===== src/rtl/rf_alias_pkg.sv =====
package rf_alias_pkg;

    typedef enum logic [1:0] {
        VIEW_B8  = 2'd0,
        VIEW_B16 = 2'd1,
        VIEW_B32 = 2'd2,
        VIEW_B64 = 2'd3
    } view_size_e;

    localparam int BYTE_W  = 8;
    localparam int WORD_W  = 16;
    localparam int DWORD_W = 32;

endpackage


===== src/rtl/rf_access_check.sv =====
module rf_access_check
    import rf_alias_pkg::*;
#(
    parameter int NUM_REGS = 16,
    parameter int NUM_HIGH = 4,
    localparam int IDX_W   = $clog2(NUM_REGS)
) (
    input  logic [IDX_W-1:0] index,
    input  view_size_e       size,
    input  logic             high,
    output logic             bad
);

    logic no_high_lane;
    logic wrong_size;

    always_comb begin
        no_high_lane = (index >= IDX_W'(NUM_HIGH));
        wrong_size   = (size != VIEW_B8);
        bad          = high && (no_high_lane || wrong_size);
    end

endmodule


===== src/rtl/rf_lane_merge.sv =====
module rf_lane_merge
    import rf_alias_pkg::*;
#(
    parameter int DATA_W = 64
) (
    input  logic [DATA_W-1:0] old_val,
    input  logic [DATA_W-1:0] new_data,
    input  view_size_e        size,
    input  logic              high,
    output logic [DATA_W-1:0] merged
);

    always_comb begin
        merged = old_val;
        unique case (size)
            VIEW_B8: begin
                if (high) begin
                    merged[WORD_W-1:BYTE_W] = new_data[BYTE_W-1:0];
                end else begin
                    merged[BYTE_W-1:0] = new_data[BYTE_W-1:0];
                end
            end
            VIEW_B16: merged[WORD_W-1:0] = new_data[WORD_W-1:0];
            VIEW_B32: begin
                merged                = '0;
                merged[DWORD_W-1:0]   = new_data[DWORD_W-1:0];
            end
            default:  merged = new_data;
        endcase
    end

endmodule


===== src/rtl/rf_lane_extract.sv =====
module rf_lane_extract
    import rf_alias_pkg::*;
#(
    parameter int DATA_W = 64
) (
    input  logic [DATA_W-1:0] word_in,
    input  view_size_e        size,
    input  logic              high,
    input  logic              blocked,
    output logic [DATA_W-1:0] view_out
);

    always_comb begin
        view_out = '0;
        if (!blocked) begin
            unique case (size)
                VIEW_B8: begin
                    if (high) begin
                        view_out[BYTE_W-1:0] = word_in[WORD_W-1:BYTE_W];
                    end else begin
                        view_out[BYTE_W-1:0] = word_in[BYTE_W-1:0];
                    end
                end
                VIEW_B16: view_out[WORD_W-1:0]  = word_in[WORD_W-1:0];
                VIEW_B32: view_out[DWORD_W-1:0] = word_in[DWORD_W-1:0];
                default:  view_out = word_in;
            endcase
        end
    end

endmodule


===== src/rtl/rf_alias_regfile.sv =====
module rf_alias_regfile
    import rf_alias_pkg::*;
#(
    parameter int NUM_REGS = 16,
    parameter int DATA_W   = 64,
    parameter int NUM_HIGH = 4,
    localparam int IDX_W   = $clog2(NUM_REGS)
) (
    input  logic              clk,
    input  logic              rst_n,
    input  logic              wr_enable,
    input  logic [IDX_W-1:0]  wr_index,
    input  logic [1:0]        wr_size,
    input  logic              wr_high,
    input  logic [DATA_W-1:0] wr_data,
    output logic              wr_illegal,
    input  logic [IDX_W-1:0]  rd_index,
    input  logic [1:0]        rd_size,
    input  logic              rd_high,
    output logic [DATA_W-1:0] rd_data,
    output logic              rd_illegal
);

    typedef struct packed {
        logic [NUM_REGS-1:0][DATA_W-1:0] gpr;
    } rf_state_t;

    rf_state_t st_d, st_q;

    view_size_e        wr_view, rd_view;
    logic              wr_bad, rd_bad;
    logic [DATA_W-1:0] wr_old, wr_merged, rd_word;

    assign wr_view = view_size_e'(wr_size);
    assign rd_view = view_size_e'(rd_size);

    rf_access_check #(.NUM_REGS(NUM_REGS), .NUM_HIGH(NUM_HIGH)) u_wr_check (
        .index (wr_index),
        .size  (wr_view),
        .high  (wr_high),
        .bad   (wr_bad)
    );

    rf_access_check #(.NUM_REGS(NUM_REGS), .NUM_HIGH(NUM_HIGH)) u_rd_check (
        .index (rd_index),
        .size  (rd_view),
        .high  (rd_high),
        .bad   (rd_bad)
    );

    assign wr_old  = st_q.gpr[wr_index];
    assign rd_word = st_q.gpr[rd_index];

    rf_lane_merge #(.DATA_W(DATA_W)) u_merge (
        .old_val  (wr_old),
        .new_data (wr_data),
        .size     (wr_view),
        .high     (wr_high),
        .merged   (wr_merged)
    );

    rf_lane_extract #(.DATA_W(DATA_W)) u_extract (
        .word_in  (rd_word),
        .size     (rd_view),
        .high     (rd_high),
        .blocked  (rd_bad),
        .view_out (rd_data)
    );

    assign wr_illegal = wr_enable && wr_bad;
    assign rd_illegal = rd_bad;

    always_comb begin
        st_d = st_q;
        if (wr_enable && !wr_bad) begin
            st_d.gpr[wr_index] = wr_merged;
        end
    end

    always_ff @(posedge clk) begin
        if (!rst_n) begin
            st_q <= '0;
        end else begin
            st_q <= st_d;
        end
    end

endmodule


===== config.mk =====
export PLATFORM = sky130hd
export DESIGN_NAME = rf_alias_regfile
export DESIGN_NICKNAME = d
export VERILOG_FILES = /design/src/rtl/rf_alias_pkg.sv /design/src/rtl/rf_access_check.sv /design/src/rtl/rf_lane_merge.sv /design/src/rtl/rf_lane_extract.sv /design/src/rtl/rf_alias_regfile.sv
export SDC_FILE = /design/constraint.sdc
export NUM_CORES = 2
export LEC_CHECK = 0
export CELL_PAD_IN_SITES_DETAIL_PLACEMENT = 0
export CELL_PAD_IN_SITES_GLOBAL_PLACEMENT = 1
export CORE_MARGIN = 2
export CORE_UTILIZATION = 45
export CTS_CLUSTER_DIAMETER = 60
export DETAILED_ROUTE_END_ITERATION = 12
export DONT_BUFFER_PORTS = 1
export PLACE_DENSITY = 0.69
export SYNTH_ARGS = -nofsm -noshare
export SYNTH_HDL_FRONTEND = slang
export SYNTH_SLANG_ARGS = --single-unit

===== constraint.sdc =====
create_clock -name clk -period 5.6 [get_ports clk]
set_input_delay 1.68 -clock clk [delete_from_list [all_inputs] [get_ports clk]]
set_output_delay 1.68 -clock clk [all_outputs]
set_load 0.02 [all_outputs]

-- After elaboration in Yosys (flattened, before gate mapping)
Index checks and enable logic that the tools add are counted.
- bits in registers: 1024
- input port bits: 81
- logic and storage cells: 57
- order comparisons: 5
- equality and inequality tests: 4
- muxes and demuxes: 17
- reduce and logical (&&, ||, !) cells: 15
- operator list (cell ; number):
    $bwmux W1024 ; 1
    $bmux W64 S4 ; 2
    $demux W64 S4 ; 1
    $mux W64 ; 4
    $pmux W48 S2 ; 1
    $mux W8 ; 5
    $mux W16 ; 2
    $mux W32 ; 1
    $lt A4 B5 Y1 const B ; 2
    $ge A4 B3 Y1 const B ; 2
    $logic_and A1 B1 Y1 ; 5
    $eq A2 B1 Y1 const B ; 2
    $eq A2 B2 Y1 const B ; 2
    $ge A4 B1 Y1 const B ; 1
    $logic_not A2 Y1 ; 2
    $reduce_bool A2 Y1 ; 2
    $reduce_or A2 Y1 ; 2
    $reduce_or A3 Y1 ; 1
    $logic_or A1 B1 Y1 ; 2
    $logic_not A1 Y1 ; 1

-- Longest topological paths before layout
- depth in word-level cells: 5
- gate-level depth with buffers: 11

-- Modules after synthesis
From an unflattened synthesis, not the netlist that was laid out.
- cell total of the unflattened synthesis: 6068
- area, all modules: 57493.9 um2
- by module, submodules not included (module ; instances ; cells an instance ; area an instance (um2) ; sequential area each (um2)):
    rf_alias_regfile ; 1 ; 5879 ; 56065.0 ; 20499.7
    rf_lane_merge ; 1 ; 97 ; 813.3 ; 0.0
    rf_lane_extract ; 1 ; 90 ; 593.1 ; 0.0
    rf_access_check ; 2 ; 1 ; 11.3 ; 0.0

-- Worst setup path before layout
No wires, ideal clock.
- kind: input to output
- start: input rd_index[0]
- end: output rd_data[26]
- arrival: 3733 ps
- required time: 3920 ps
- path slack: 187 ps
- cell stages on the path: 6
- path buffers: 3
- path through: buf_2 buf_2 buf_1 mux4_2 mux4_2 nor2b_1
- cells in the longest elaborated chain, start to end: 4
- elaborated cells on any way between the ends: 7
- classes of those cells: 1 x order compare; 4 x mux; 2 x reduce/logical
- ends and longest elaborated chain (element ; line ; RTL):
    from (decl) ; rf_alias_regfile.sv:17 ; input logic [IDX_W-1:0] rd_index,
    $bmux W64 S4 / $ge A4 B3 Y1 (equally long branches) ; rf_alias_regfile.sv:52, rf_access_check.sv:18 ;
    $mux W64 (not written as such) / $logic_or A1 B1 Y1 (equally long branches) ; rf_alias_regfile.sv:52, rf_access_check.sv:20 ;
    $mux W16 / $logic_and A1 B1 Y1 (equally long branches) ; rf_lane_extract.sv:16, rf_access_check.sv:20 ;
    $mux W64 (*) ; rf_lane_extract.sv:15 ; if (!blocked) begin
    to (decl) ; rf_alias_regfile.sv:20 ; output logic [DATA_W-1:0] rd_data,
Mark *: on every way between the ends. The rest lies on a longest branch, timed or not. The select of a mux whose other input is x is not followed.

-- Final worst setup path
- start: input rd_index[1]
- end: output rd_data[6]
- cells in the longest elaborated chain, start to end: 5
- elaborated cells on any way between the ends: 8
- classes of those cells: 1 x order compare; 5 x mux; 2 x reduce/logical
- ends and longest elaborated chain (element ; line ; RTL):
    $bmux W64 S4 ; rf_alias_regfile.sv:52 ; assign rd_word = st_q.gpr[rd_index];
    $mux W64 (not written as such) ; rf_alias_regfile.sv:52 ;
    $mux W8 ; rf_lane_extract.sv:18 ; if (high) begin
    $mux W8 ; rf_lane_extract.sv:16 ; unique case (size)
    $mux W64 (*) ; rf_lane_extract.sv:15 ;
Marked as above.

==> results.md <==
* Min-Delay Startpoint: st_q[660]
* Pwr Total at 16.3 mW
* CORE AREA at 113000 um^2
* HP Class: reg2reg
* Leakage power at 19.1 nW
* Reg2Reg Depth at 4
* Top post-synthesis cells by area: dfxtp_1, mux4_2, o21ai_0, a21oi_1, mux2i_1
* Postcts setup bufs at 0
* Failing checks: slew limit
* Pwr dens at 294 nW/um^2
* Rows at 123
* Synth top area share at 40.0%
* GRT Total Usage at 28.1%
* CTS tree: done
* Worst VDD drop at about 0.23 mV
* Number of global-route vias before repair at roughly 40000
* CP max stage cell: a221oi_1
* Dpl ws at 344 ps
* Crit path kind: in2out
* Ys async rst share at 0%
* Synth Register Bits at 1024
* Final hold violation count at 0
* Post-route setup slack at around 230 ps
* Pins Over Slew Limit at 739
* Post-route insts no fill at between 6000 and 7000
* Status: finished, violations left
* Ys flop type: dfxtp_1
* Die area at 117000 um^2
* Seq/Total Area, Yosys at 40.0%
* Area post-placement at 51400 um^2
* Setup-failing EPs final at 0
* Worst clock skew at 30.3 ps
* DRT Pass-1 Iters at 5
* Core Util, Final at 49.2%
* Routed WL at roughly 170000 um
* Fmax at between 0.15 and 0.2 GHz
* Worst Hold Slack at roughly 480 ps
* Synth Area per Inst at 10.0 um^2
* Port Buffer Count at 0
* Chip Width at 341 um
* RD Place Congestion at between 0.7 and 0.8
* CP cell instances: mux4_2 > a22o_1 > a221oi_1 > buf_4 > a221oi_1
* Post-Syn Instances at 5105
* Mapped Nets at 5186
* Critical R2R Launch: st_q[472]
* Total negative slack at 0 ps
* Max incr delay on CP at 850 ps
* Most frequent CP cell: a221oi_1
* Dpl cells at 6109
* Share of layout cells above drive strength 1 at about 17%
* Die H at 341 um
* Worst relative slew slack at -234%
* Initial antenna violation count at 9
* Crit path launch type: input port
* Nets at 4810
* Cell area after synthesis at around 51000 um^2
* Crit path launch: rd_index[1]
* Yosys cell types at 64
* Fill cells at 10400
* Final instance area at about 55000 um^2
* Period minus WS final at 5370 ps
* Crit share post-route at 95.8%
* Top delay family on crit path: compound AO/OA/AOI/OAI gates
* Maxcap violations at 0
* Initial drt markers at 4052
* Routed Antenna Nets at 0
* EDFF count, synth at 0
* Crit. End Element: output port
* Clock buffer depth at 3
* Post-cts sizing count at 0
* Pin count of the biggest net entering global routing at 1046
* Regs by FF count: st_q (1024)
* CTS HTree Levels at 3
* Clk slew on worst S/H paths at 60 ps
* Cell depth of the worst setup path at 5
* Hold depth at 2
* Final HPWL DP at around 87000 um
* # DRC at 0
* Warnings, synthesis at 0
* Initial Utilization at between 40% and 50%
* Reg with most FFs: st_q
* Via count at 40700
* Drt wl/cell at 26.5 um
* Crit-path max FO at 254
* WP buf/inv at 1
* Critical Path RT at 3920 ps
* Hold Buf Count CTS at 0
* Clock insertion delay at the later pin of the skew report at 720 ps
* CTS root buf: clkbuf_16
* First-pass GRT wire length at about 250000 um
* RSZ-0062 raised after global routing: no
* Boundary Pins at 147
* Via-to-Cell Ratio at 6.42
* Post-synth top area cell: dfxtp_1
* Max FFs per register at 1024
* Worst Path Arrival at 3690 ps
* Clk sink count at 1024
* Gr ovfl total at 0
* Worst Tran Pin Value at 5010 ps
* Synth-to-layout area growth at 8.18%
* Cts bufs inserted at 118
[where the power goes]
| part | internal [mW] | total, mW | switching [mW] | leakage, nW |
|---|---|---|---|---|
| Sequential | 7.37 | 7.42 | 0.0578 | 8.26 |
| Combinational | 0.401 | 0.908 | 0.506 | 8.80 |
| Clock | 4.75 | 7.97 | 3.22 | 2.00 |
| Total | 12.5 | 16.3 | 3.78 | 19.1 |
[metal layers]
metal	GRT usage [%]	vias up	part of all wire [%]
met5	0	-	0.016
met4	9.34	4	2.9
met3	3.48	258	5.3
met2	47.1	1239	48
met1	37.8	20400	43
li1	-	18800	-
[Yosys cell counts, types with 4 or more instances]
library cell and number:
mux2_2 20, o21ai_2 6, nand3_2 6, a21o_2 6, buf_6 27, buf_4 48, o21ai_0 1020, nor3_2 4
a221oi_1 40, o221ai_1 8, a211oi_1 47, a211o_1 16, a311oi_1 4, dfxtp_1 1024, nand3_1 395, buf_1 41
a22o_1 18, nand2b_1 18, o311a_1 49, nor2b_1 96, buf_2 77, a221o_1 32, clkbuf_1 393, nor4b_1 6
nor3_1 47, o22ai_1 29, mux2i_1 252, o21ai_1 20, mux4_2 416, a211oi_4 29, a22oi_1 6, mux4_1 6
and2_1 13, nand2_1 83, o31ai_4 6, nor2_1 88, o21a_1 23, a21oi_1 610, a31oi_1 32
[placed cells by master (no fill, tap or decap), types with 7 or more instances in the layout]
cell and count:
mux4_2 416, a22o_1 18, mux2_2 20, o21ai_0 1020, nand3_4 7, nand2b_1 16, o21a_1 23, a211o_1 16
inv_6 7, nor2_4 9, a221oi_1 40, bufinv_16 10, nand3_2 8, clkbuf_1 22, nor3_1 41, o221ai_1 8
a21oi_1 610, a211oi_1 47, mux2i_1 252, nor2b_1 94, a31oi_1 32, clkinv_2 26, nand3_1 386, o21ai_1 20
nand2_1 83, clkbuf_16 121, a211oi_4 29, a221o_1 32, clkbuf_8 26, nor2_1 78, dfxtp_1 1024, buf_4 89
o22ai_1 29, o311a_1 49, and2_1 12
[layout make-up]
cell class	count	area (um^2)	share of cell area [%]
repair buffers	92	728	1.31
clock buffers	169	3470	6.26
well taps	1500	1880	3.39
diodes	6	15.0	0.0271
flip-flops and latches	1024	20500	37.0
clock inverters	51	557	1.01
inverters	3	11.3	0.0203
multi-input cells	3490	28200	51.0
[final timing paths]
check               end  slack [ps]
max          rd_data[6]         230
min           st_q[660]         480
max reg2reg    st_q[24]        3190
min reg2reg   st_q[660]         480
[worst reg2reg max path: stages (launching register included)]
cell	delay, ps
dfxtp_1	320
mux4_2	470
a211o_1	310
o221ai_1	910
o21ai_0	240
[cell families after synthesis]
kind of cell | synth area share (%)
muxes | 24.0
AOI/OAI and AO/OA | 22.9
and+or+nand+nor | 7.80
buffers and inverters | 5.30
DFF | 40.0
Power figures use the tool's default switching activity.
